[src/rtl/otp_pkg.sv]
package otp_pkg;
    typedef enum logic [1:0] {
        ST_IDLE,
        ST_FETCH,
        ST_FINISH
    } fetch_state_e;

    localparam logic [7:0] OFS_CTRL  = 8'h48;
    localparam logic [7:0] OFS_STAT  = 8'h4C;
    localparam logic [7:0] OFS_BADDR = 8'h50;
    localparam logic [7:0] OFS_WIN   = 8'h20;

    localparam int CTRL_START_BIT = 2;
    localparam int STAT_BUSY_BIT  = 0;
    localparam int STAT_SEC_BIT   = 2;
    localparam int STAT_DONE_BIT  = 4;

    localparam logic [15:0] CTRL_STORE_MASK = 16'hFF3B;
endpackage

[src/rtl/otp_fuse_rom.sv]
module otp_fuse_rom #(
    parameter int NUM_BANKS = 8,
    parameter int WORDS     = 4,
    parameter int WORD_W    = 32,
    parameter logic [7:0] SEED = 8'h5A,
    localparam int BANK_W   = $clog2(NUM_BANKS),
    localparam int IDX_W    = $clog2(WORDS),
    localparam int BYTES    = WORD_W / 8
) (
    input  logic [BANK_W-1:0] bank_idx,
    input  logic [IDX_W-1:0]  word_idx,
    input  logic              bank_valid,
    output logic [WORD_W-1:0] word_out
);
    logic [31:0] base_byte;

    assign base_byte = (32'(bank_idx) * 32'(WORDS) + 32'(word_idx)) * 32'(BYTES);

    for (genvar k = 0; k < BYTES; k++) begin : g_byte
        logic [31:0] byte_addr;
        assign byte_addr = base_byte + 32'(k);
        assign word_out[8*k +: 8] = bank_valid ? (byte_addr[7:0] ^ SEED) : 8'h00;
    end
endmodule

[src/rtl/otp_fetch_fsm.sv]
module otp_fetch_fsm
    import otp_pkg::*;
#(
    parameter int NUM_BANKS = 8,
    parameter int WORDS     = 4,
    parameter int WORD_W    = 32,
    localparam int BANK_W   = $clog2(NUM_BANKS),
    localparam int IDX_W    = $clog2(WORDS),
    localparam int BANK_BITS = WORDS * WORD_W,
    localparam int BANK_LSB = $clog2(BANK_BITS)
) (
    input  logic              clk,
    input  logic              rst_n,
    input  logic              launch,
    input  logic [31:0]       addr_in,
    input  logic [7:0]        period_in,
    output logic              busy,
    output logic              latch_en,
    output logic [IDX_W-1:0]  latch_idx,
    output logic [BANK_W-1:0] bank_idx,
    output logic              bank_valid,
    output logic              finish,
    output logic [7:0]        period_q
);
    fetch_state_e state_q, state_d;
    logic [7:0]   cnt_q;
    logic         word_end;
    logic         last_word;
    logic         addr_ok;

    assign addr_ok = (addr_in[BANK_LSB-1:0] == '0) &&
                     (addr_in < 32'(NUM_BANKS * BANK_BITS));

    assign word_end  = (state_q == ST_FETCH) && (cnt_q == period_q);
    assign last_word = (latch_idx == IDX_W'(WORDS - 1));

    always_comb begin
        state_d = state_q;
        unique case (state_q)
            ST_IDLE:   if (launch) state_d = ST_FETCH;
            ST_FETCH:  if (word_end && last_word) state_d = ST_FINISH;
            ST_FINISH: state_d = ST_IDLE;
            default:   state_d = ST_IDLE;
        endcase
    end

    always_ff @(posedge clk) begin
        if (!rst_n) state_q <= ST_IDLE;
        else        state_q <= state_d;
    end

    always_comb begin
        busy     = 1'b0;
        latch_en = 1'b0;
        finish   = 1'b0;
        unique case (state_q)
            ST_IDLE:   ;
            ST_FETCH:  begin busy = 1'b1; latch_en = word_end; end
            ST_FINISH: begin busy = 1'b1; finish = 1'b1; end
            default:   ;
        endcase
    end

    always_ff @(posedge clk) begin
        if (!rst_n) begin
            cnt_q      <= '0;
            latch_idx  <= '0;
            bank_idx   <= '0;
            bank_valid <= 1'b0;
            period_q   <= '0;
        end else if (state_q == ST_IDLE && launch) begin
            cnt_q      <= '0;
            latch_idx  <= '0;
            bank_idx   <= addr_in[BANK_LSB +: BANK_W];
            bank_valid <= addr_ok;
            period_q   <= period_in;
        end else if (state_q == ST_FETCH) begin
            if (word_end) begin
                cnt_q     <= '0;
                latch_idx <= last_word ? latch_idx : latch_idx + 1'b1;
            end else begin
                cnt_q <= cnt_q + 8'd1;
            end
        end
    end
endmodule

[src/rtl/otp_data_window.sv]
module otp_data_window
    import otp_pkg::*;
#(
    parameter int WORDS  = 4,
    parameter int WORD_W = 32,
    localparam int IDX_W = $clog2(WORDS),
    localparam int STEP  = WORD_W / 8
) (
    input  logic              clk,
    input  logic              rst_n,
    input  logic              latch_en,
    input  logic [IDX_W-1:0]  latch_idx,
    input  logic [WORD_W-1:0] latch_word,
    input  logic [7:0]        rd_addr,
    output logic [WORD_W-1:0] rd_data
);
    logic [WORD_W-1:0] win_q [WORDS];

    for (genvar w = 0; w < WORDS; w++) begin : g_word
        always_ff @(posedge clk) begin
            if (!rst_n)
                win_q[w] <= '0;
            else if (latch_en && latch_idx == IDX_W'(w))
                win_q[w] <= latch_word;
        end
    end

    always_comb begin
        rd_data = '0;
        for (int w = 0; w < WORDS; w++) begin
            if (rd_addr == 8'(32'(OFS_WIN) + 32'(w * STEP)))
                rd_data = win_q[w];
        end
    end
endmodule

[src/rtl/otp_bank_reader.sv]
module otp_bank_reader
    import otp_pkg::*;
#(
    parameter int NUM_BANKS = 8,
    parameter int WORDS     = 4,
    parameter int WORD_W    = 32,
    parameter logic [7:0] SEED = 8'h5A,
    localparam int BANK_W   = $clog2(NUM_BANKS),
    localparam int IDX_W    = $clog2(WORDS)
) (
    input  logic        clk,
    input  logic        rst_n,
    input  logic        reg_wr_en,
    input  logic [7:0]  reg_wr_addr,
    input  logic [31:0] reg_wr_data,
    input  logic [7:0]  reg_rd_addr,
    output logic [31:0] reg_rd_data,
    input  logic [7:0]  win_rd_addr,
    output logic [31:0] win_rd_data
);
    logic [15:0]       ctrl_q;
    logic              start_q;
    logic              done_q;
    logic              sec_done_q;
    logic [31:0]       baddr_q;
    logic              busy, latch_en, finish, bank_valid;
    logic [IDX_W-1:0]  latch_idx;
    logic [BANK_W-1:0] bank_idx;
    logic [7:0]        period_q;
    logic [WORD_W-1:0] rom_word;
    logic [WORD_W-1:0] win_word;
    logic              launch_wr, launch, clr_done, clr_sec;

    assign launch_wr = reg_wr_en && reg_wr_addr == OFS_CTRL && reg_wr_data[CTRL_START_BIT];
    assign launch    = launch_wr && !busy;
    assign clr_done  = reg_wr_en && reg_wr_addr == OFS_STAT && !reg_wr_data[STAT_DONE_BIT];
    assign clr_sec   = reg_wr_en && reg_wr_addr == OFS_STAT && !reg_wr_data[STAT_SEC_BIT];

    otp_fetch_fsm #(.NUM_BANKS(NUM_BANKS), .WORDS(WORDS), .WORD_W(WORD_W)) fsm_i (
        .clk(clk), .rst_n(rst_n), .launch(launch), .addr_in(baddr_q),
        .period_in(reg_wr_data[15:8]), .busy(busy), .latch_en(latch_en),
        .latch_idx(latch_idx), .bank_idx(bank_idx), .bank_valid(bank_valid),
        .finish(finish), .period_q(period_q)
    );

    otp_fuse_rom #(.NUM_BANKS(NUM_BANKS), .WORDS(WORDS), .WORD_W(WORD_W), .SEED(SEED)) rom_i (
        .bank_idx(bank_idx), .word_idx(latch_idx), .bank_valid(bank_valid), .word_out(rom_word)
    );

    otp_data_window #(.WORDS(WORDS), .WORD_W(WORD_W)) win_i (
        .clk(clk), .rst_n(rst_n), .latch_en(latch_en), .latch_idx(latch_idx),
        .latch_word(rom_word), .rd_addr(win_rd_addr), .rd_data(win_word)
    );

    assign win_rd_data = 32'(win_word);

    always_ff @(posedge clk) begin
        if (!rst_n) begin
            ctrl_q     <= '0;
            start_q    <= 1'b0;
            done_q     <= 1'b0;
            sec_done_q <= 1'b0;
            baddr_q    <= '0;
        end else begin
            if (reg_wr_en && reg_wr_addr == OFS_CTRL)
                ctrl_q <= reg_wr_data[15:0] & CTRL_STORE_MASK;
            if (finish)      start_q <= 1'b0;
            else if (launch) start_q <= 1'b1;
            if (finish)        done_q <= 1'b1;
            else if (clr_done) done_q <= 1'b0;
            if (clr_sec) sec_done_q <= 1'b0;
            if (reg_wr_en && reg_wr_addr == OFS_BADDR)
                baddr_q <= reg_wr_data;
        end
    end

    always_comb begin
        reg_rd_data = '0;
        unique case (reg_rd_addr)
            OFS_CTRL: begin
                reg_rd_data[15:0] = ctrl_q;
                reg_rd_data[CTRL_START_BIT] = start_q;
            end
            OFS_STAT: begin
                reg_rd_data[STAT_BUSY_BIT] = busy;
                reg_rd_data[STAT_SEC_BIT]  = sec_done_q;
                reg_rd_data[STAT_DONE_BIT] = done_q;
            end
            OFS_BADDR: reg_rd_data = baddr_q;
            default:   reg_rd_data = '0;
        endcase
    end
endmodule

[config.mk]
export PLATFORM = sky130hd
export DESIGN_NAME = otp_bank_reader
export DESIGN_NICKNAME = d
export VERILOG_FILES = /design/src/rtl/otp_pkg.sv /design/src/rtl/otp_fuse_rom.sv /design/src/rtl/otp_fetch_fsm.sv /design/src/rtl/otp_data_window.sv /design/src/rtl/otp_bank_reader.sv
export SDC_FILE = /design/constraint.sdc
export NUM_CORES = 1
export LEC_CHECK = 0
export BUFFER_PORTS_ARGS = -buffer_cell sky130_fd_sc_hd__buf_4
export CAP_MARGIN = 20
export CORE_UTILIZATION = 47
export DETAILED_ROUTE_END_ITERATION = 10
export HOLD_SLACK_MARGIN = 0.05
export PLACE_DENSITY_LB_ADDON = 0.3
export SLEW_MARGIN = 15
export SYNTH_ARGS = -nofsm -noshare
export SYNTH_HDL_FRONTEND = slang
export SYNTH_SLANG_ARGS = --single-unit
export TNS_END_PERCENT = 20
[constraint.sdc]
create_clock -name clk -period 2.3 [get_ports clk]
set_input_delay 0.46 -clock clk [delete_from_list [all_inputs] [get_ports clk]]
set_output_delay 0.46 -clock clk [all_outputs]
set_load 0.02 [all_outputs]
-- Yosys cells after proc, flatten, opt, wreduce, memory -nomap -nowiden
Memory sizes are Yosys's and may differ from the RTL's.
Index checks and enable logic that the tools add are counted.
- register bits: 71
- bits in writable memories: 128
- bits of input ports: 59
- output and inout bits: 64
- word-level logic and storage cells: 112
- memories: 1
- memory list (name ; depth ; bits a word ; read ports ; clocked after Yosys merged registers in ; write ports ; RTL line ; source):
    win_i.win_q ; 4 ; 32 ; 4 ; 0 ; 4 ; otp_data_window.sv:17 ; logic [WORD_W-1:0] win_q [WORDS];
- add/sub/neg operators: 6
- $lt $le $gt $ge: 1
- eq/ne operators: 18
- mux-type cells: 41
- bitwise operators: 10
- reductions and logical operators: 25
- operators with widths (cell ; count):
    $mux 32 ; 8
    $eq 8x7->1 const B ; 6
    $mux 8 ; 5
    $eq 8x6->1 const B ; 4
    $lt 32x11->1 const B ; 1
    $pmux 11 s2 ; 1
    $mux 1 ; 18
    $add 8x1->8 const B ; 2
    $add 8x2->8 const B ; 2
    $mux 16 ; 1
    $not 4->4 ; 4
    $logic_and 1x1->1 ; 14
    $eq 8x8->1 ; 1
    $logic_not 7->1 ; 1
    $add 5x2->6 ; 1
    $eq 2x2->1 const B ; 3
    $pmux 1 s2 ; 3
    $pmux 1 s3 ; 2
    $reduce_or 2->1 ; 3
    $eq 2x1->1 const B ; 2
    $logic_not 2->1 ; 2
    $mux 2 ; 2
    $ne 2x1->1 const B ; 2
    $or 1x1->1 ; 4
    other kinds (7) ; 9

-- Depth between registers and ports, before layout
- depth after elaboration: 8
- gate-level depth with buffers: 7
- depth with buffers taken out: 7

-- Cells and area by module
From an unflattened synthesis, not the netlist that was laid out.
- cells, all modules: 803
- area total of the unflattened synthesis: 9603.0 um^2
- modules (own cells, without submodules) (module ; instances ; cells an instance ; area each (um^2) ; seq. area each (um^2)):
    otp_data_window ; 1 ; 358 ; 5820.6 ; 3843.7
    otp_bank_reader ; 1 ; 256 ; 2240.9 ; 940.9
    otp_fetch_fsm ; 1 ; 156 ; 1293.7 ; 480.5
    otp_fuse_rom ; 1 ; 33 ; 247.7 ; 0.0

-- Worst setup path before layout
No wires, ideal clock.
- kind: input-to-output
- from: input port reg_rd_addr[1]
- to: output port reg_rd_data[10]
- arrival: 2.006 ns
- required time: 1.840 ns
- setup slack: -0.166 ns
- stages: 4
- buffers on the path: 1
- cell sequence: or3_1 nor4b_1 clkbuf_1 a22o_1
- word-level cells in the longest chain between the ends: 2
- elaborated cells between the ends (all ways): 3
- classes of those cells: eq/ne: 2; mux: 1
- ends and longest elaborated chain (what ; RTL line ; source):
    from (decl) ; otp_bank_reader.sv:16 ; input logic [7:0] reg_rd_addr,
    $eq 8x7->1 ; otp_bank_reader.sv:79 ; unique case (reg_rd_addr)
    $pmux 11 s2 (*) ; otp_bank_reader.sv:79 ;
    to (decl) ; otp_bank_reader.sv:17 ; output logic [31:0] reg_rd_data,
Mark *: on every way between the ends. The rest lies on a longest branch, timed or not.

-- Final worst setup path
- from: input port reg_rd_addr[1]
- to: output port reg_rd_data[12]
Same word-level chain as after synthesis.

==> key figures <==
Global routing
  – First-pass GRT wire length: 16.6 mm
  – Congestion Overflow GR: 0
  – Initial antenna violation count: 0
  – Largest net degree at the start of global routing: 62
  – GRT Total Usage: 21.1%
  – Vias in the first global route: 3512

Critical path
  – Critical path cell sequence: buf_6 > or3_4 > nor4_4 > buf_12 > a22o_1 > buf_4
  – Kind of end point of the critical path: output port
  – Worst Path Max Fanout: 32
  – CP max-delay cell: or3_4
  – Arrival @ worst endpoint: 1.81 ns
  – WP data required: 1.84 ns
  – CP bufs+invs: 3
  – Setup CP Type: in -> out
  – CP max stage delay: 0.41 ns
  – Critical Path Start Type: primary input
  – R2R Setup Slk: about 0.18 ns
  – Top Family by Delay on Critical Path: simple AND/OR/NAND/NOR gates

Yosys
  – Post-synthesis mux area share: 5.89%
  – FF+latch count, synth: 95
  – Adder-Cell Fraction of Synth Area: 2.78%
  – Synth Area in Compound Gates: approximately 10%
  – Syn avg cell area: 8.94 sq um
  – Post-Syn Area: roughly 0.0045 sq mm
  – Largest family of logic cells by synthesized area: simple AND/OR/NAND/NOR gates
  – Simple-gate share of the synthesized area: a little under a quarter
  – Cells after synthesis: 504
  – Sequential element share of the synthesized area: between 40% and 50%
  – Xor-xnor portion of the synthesized cell area: 2.53%
  – Synth cell types: 44
  – Post-synth top area cell: dfxtp_1
  – Top post-synthesis cells by area: dfxtp_1 (32%), edfxtp_1 (16%), nand2_1 (9.1%)
  – Synth top area share: 31.5%
  – Ys Warns: 0

Cells and area
  – Final Non-Filler Cells: roughly 740
  – Area growth syn-to-layout: 25.5%
  – Share of layout cells above drive strength 1: 26.1%
  – Layout Nets: 670
  – Inserted Diodes: 0

Timing
  – Period Utilization, post-route: 98.8%
  – Setup TNS: 0 ns
  – Min Tclk post-route: 2.27 ns
  – Rel. slew slack: roughly 56%
  – Worst Tran Pin Value: 0.656 ns
  – WHS: 0.343 ns
  – RSZ-0062 raised after global routing: true
  – Fmax: 440 MHz
  – Fin. Hold Viols: 0
  – Final Max Tran Viols: 0
  – Clock skew: ~0.0076 ns
  – Setup violators final: 0

Floorplanning
  – Top Ports: 123
  – Initial Utilization: 48.5%
  – Core area: about 0.0093 sq mm
  – Die Width: 99.9 um
  – Row Count: 35
  – Full die area: 0.00999 sq mm
  – Chip Height: 99.9 um

Place
  – Placed Instances: 718
  – Hpwl dp: between 7 and 8 mm
  – IO Port Bufs: approximately 110
  – RePlAce Congestion: roughly 0.85

Detailed routing
  – Drt pass-1 iters: 4
  – First DRT Iteration DRCs: roughly 150
  – Routed vias/inst: 5.16
  – Routed vias: 3795
  – Total Wirelength: ~10 mm
  – Wire length per cell after detailed routing: ~14 um
  – Remaining DRCs: 0
  – DRT antenna net count: 0

Run
  – Max_cap viols: 0

CTS
  – H-tree Lvls: 3
  – CTS root buffer: clkbuf_8
  – CTS sink count: 95
  – Total CTS buffers: 9
  – Worst skew pair latency: about 0.36 ns
  – Clock-pin slew on the worst setup and hold paths: roughly 0.09 ns
  – CTS tree: yes
  – Clock Path Buffers: 2
  – Setup bufs post-CTS: 0

Worst hold path
  – Worst hold path type: in -> reg

Power and ir drop
  – VDD IR max: roughly 370 uV
  – Power per cell area: 546 mW/mm^2
  – P_leak: 2.24 nW

Outcome
  – Outcome: finished, final reports clean
==> kinds of logic (layout without fill, tap and decap cells) <==
logic type,after synthesis,after routing
flops,95,95
xor+xnor,13,13
buf+inv,59,154
compound gates,76,76
other cells,1,8
mux,19,19
simple gates,231,231
fa+ha+maj,10,10
==> power by group <==
part / leakage [nW] / switching (mW) / internal [mW]
logic: 1.32 / 0.118 / 0.114
clock network: 0.0979 / 0.604 / 0.515
registers: 0.819 / 0.0108 / 1.73
total: 2.24 / 0.732 / 2.36
==> worst paths after layout <==
| check | startpoint | end | cells past startpoint |
|---|---|---|---|
| hold reg to reg | fsm_i.bank_idx[1]$_SDFFE_PN0P_ | fsm_i.bank_idx[1]$_SDFFE_PN0P_ | 2 |
| hold / removal | reg_wr_data[26] | baddr_q[26]$_SDFFE_PN0P_ | 3 |
| setup / recovery | reg_rd_addr[1] | reg_rd_data[12] | 6 |
| setup reg to reg | fsm_i.period_q[1]$_SDFFE_PN0P_ | win_i.win_q[1][56]$_SDFFCE_PN0P_ | 6 |
==> worst reg2reg max path, stage by stage, from the launching register on <==
cell and delay (ns):
dfxtp_1 0.35, xor2_1 0.17, a2111oi_0 0.53, buf_4 0.23, nand3_1 0.17, o21ai_0 0.21, buf_4 0.18
==> through the flow <==
| step | cell area [sq um] | utilization (%) | setup slack [ns] | power, mW |
|---|---|---|---|---|
| after global placement | 5420 | 58.4 | 0.0122 | 2.00 |
| after detailed placement | 5420 | 58.4 | -0.0324 | 2.01 |
| after CTS | 5640 | 60.8 | 0.00361 | 3.10 |
| after global routing | 5660 | 60.9 | -0.0122 | 3.23 |
| final | 5660 | 60.9 | 0.0268 | 3.09 |
| after floorplan | 4550 | - | -0.00808 | 1.90 |
==> routing by layer <==
| metal | global-route usage (%) | up-vias | part of all wire (%) |
|---|---|---|---|
| met3 | 5.43 | 20 | 6.5 |
| li1 | - | 1875 | - |
| met1 | 25.8 | 1747 | 44 |
| met4 | 8.03 | 0 | 1.8 |
| met2 | 35.6 | 153 | 48 |
| met5 | 0 | - | 0 |
==> cells in the final DEF (no fill, tap or decap), types with 2 or more instances in the layout <==
| cell | instances |
|---|---|
| xor2_1 | 9 |
| ha_1 | 10 |
| nor4_1 | 8 |
| and2_1 | 21 |
| o21ai_0 | 4 |
| edfxtp_1 | 24 |
| or3_1 | 2 |
| buf_6 | 4 |
| conb_1 | 8 |
| dfxtp_1 | 71 |
| buf_4 | 121 |
| buf_12 | 3 |
| and3_1 | 3 |
| mux4_2 | 6 |
| nand4_1 | 6 |
| a21oi_1 | 52 |
| nor2b_1 | 7 |
| mux2i_1 | 13 |
| nand2b_1 | 2 |
| nor3_1 | 4 |
| nand3_1 | 11 |
| nor2_1 | 47 |
| a22o_1 | 12 |
| clkbuf_8 | 9 |
| xnor2_1 | 4 |
| nand2_1 | 109 |
| inv_1 | 9 |
| clkinv_4 | 2 |
==> area by class of cell <==
cell class | instances | area [sq um]
multi-input combinational | 357 | 2100
tap | 129 | 161
timing repair buffer | 128 | 1010
clock inverter | 7 | 80.1
fill | 809 | 3630
inverter | 10 | 37.5
sequential | 95 | 2140
clock buffer | 9 | 124
==> registers in the layout, indices dropped and copies added, names as in the netlist, 2 cells and up <==
signal / flops
baddr_q: 32
win_i.win_q: 24
fsm_i.cnt_q: 8
fsm_i.bank_idx: 3
fsm_i.state_q: 2
fsm_i.period_q: 8
ctrl_q: 13
fsm_i.latch_idx: 2
==> cells in the mapped netlist <==
cell type	instances
or4_1	1
or4_4	1
nand4b_1	1
a22o_1	12
dfxtp_1	71
a2111oi_0	1
a21bo_2	1
o211a_1	1
clkinv_1	1
clkbuf_1	17
nor3_4	1
or3_1	3
mux4_2	6
nor3b_1	1
mux2i_1	13
nand4_1	6
nor4_1	9
a21oi_1	52
o21ai_0	4
and3_1	3
nand3_1	11
nand2_1	109
xnor2_1	4
a41o_1	1
conb_1	1
and2_1	21
ha_1	10
nand3b_1	1
a21boi_0	1
nor3_1	4
buf_2	6
edfxtp_1	24
o21ba_2	1
nor2b_1	7
nor4b_1	1
a41oi_1	1
inv_1	9
xor2_1	9
nand2b_1	2
nor2_1	47
nand4b_2	1
buf_4	26
and4b_1	1
a22oi_1	1
==> timing repair <==
item / in CTS / in global routing
cloned: 1 / 0
pin swaps: 1 / 2
hold endpoints to repair: 0 / 0
setup endpoints to repair: 8 / 14
resized for setup: 4 / 5
hold buffers: 0 / 0
No activity file was read; power rests on OpenSTA's default activity.
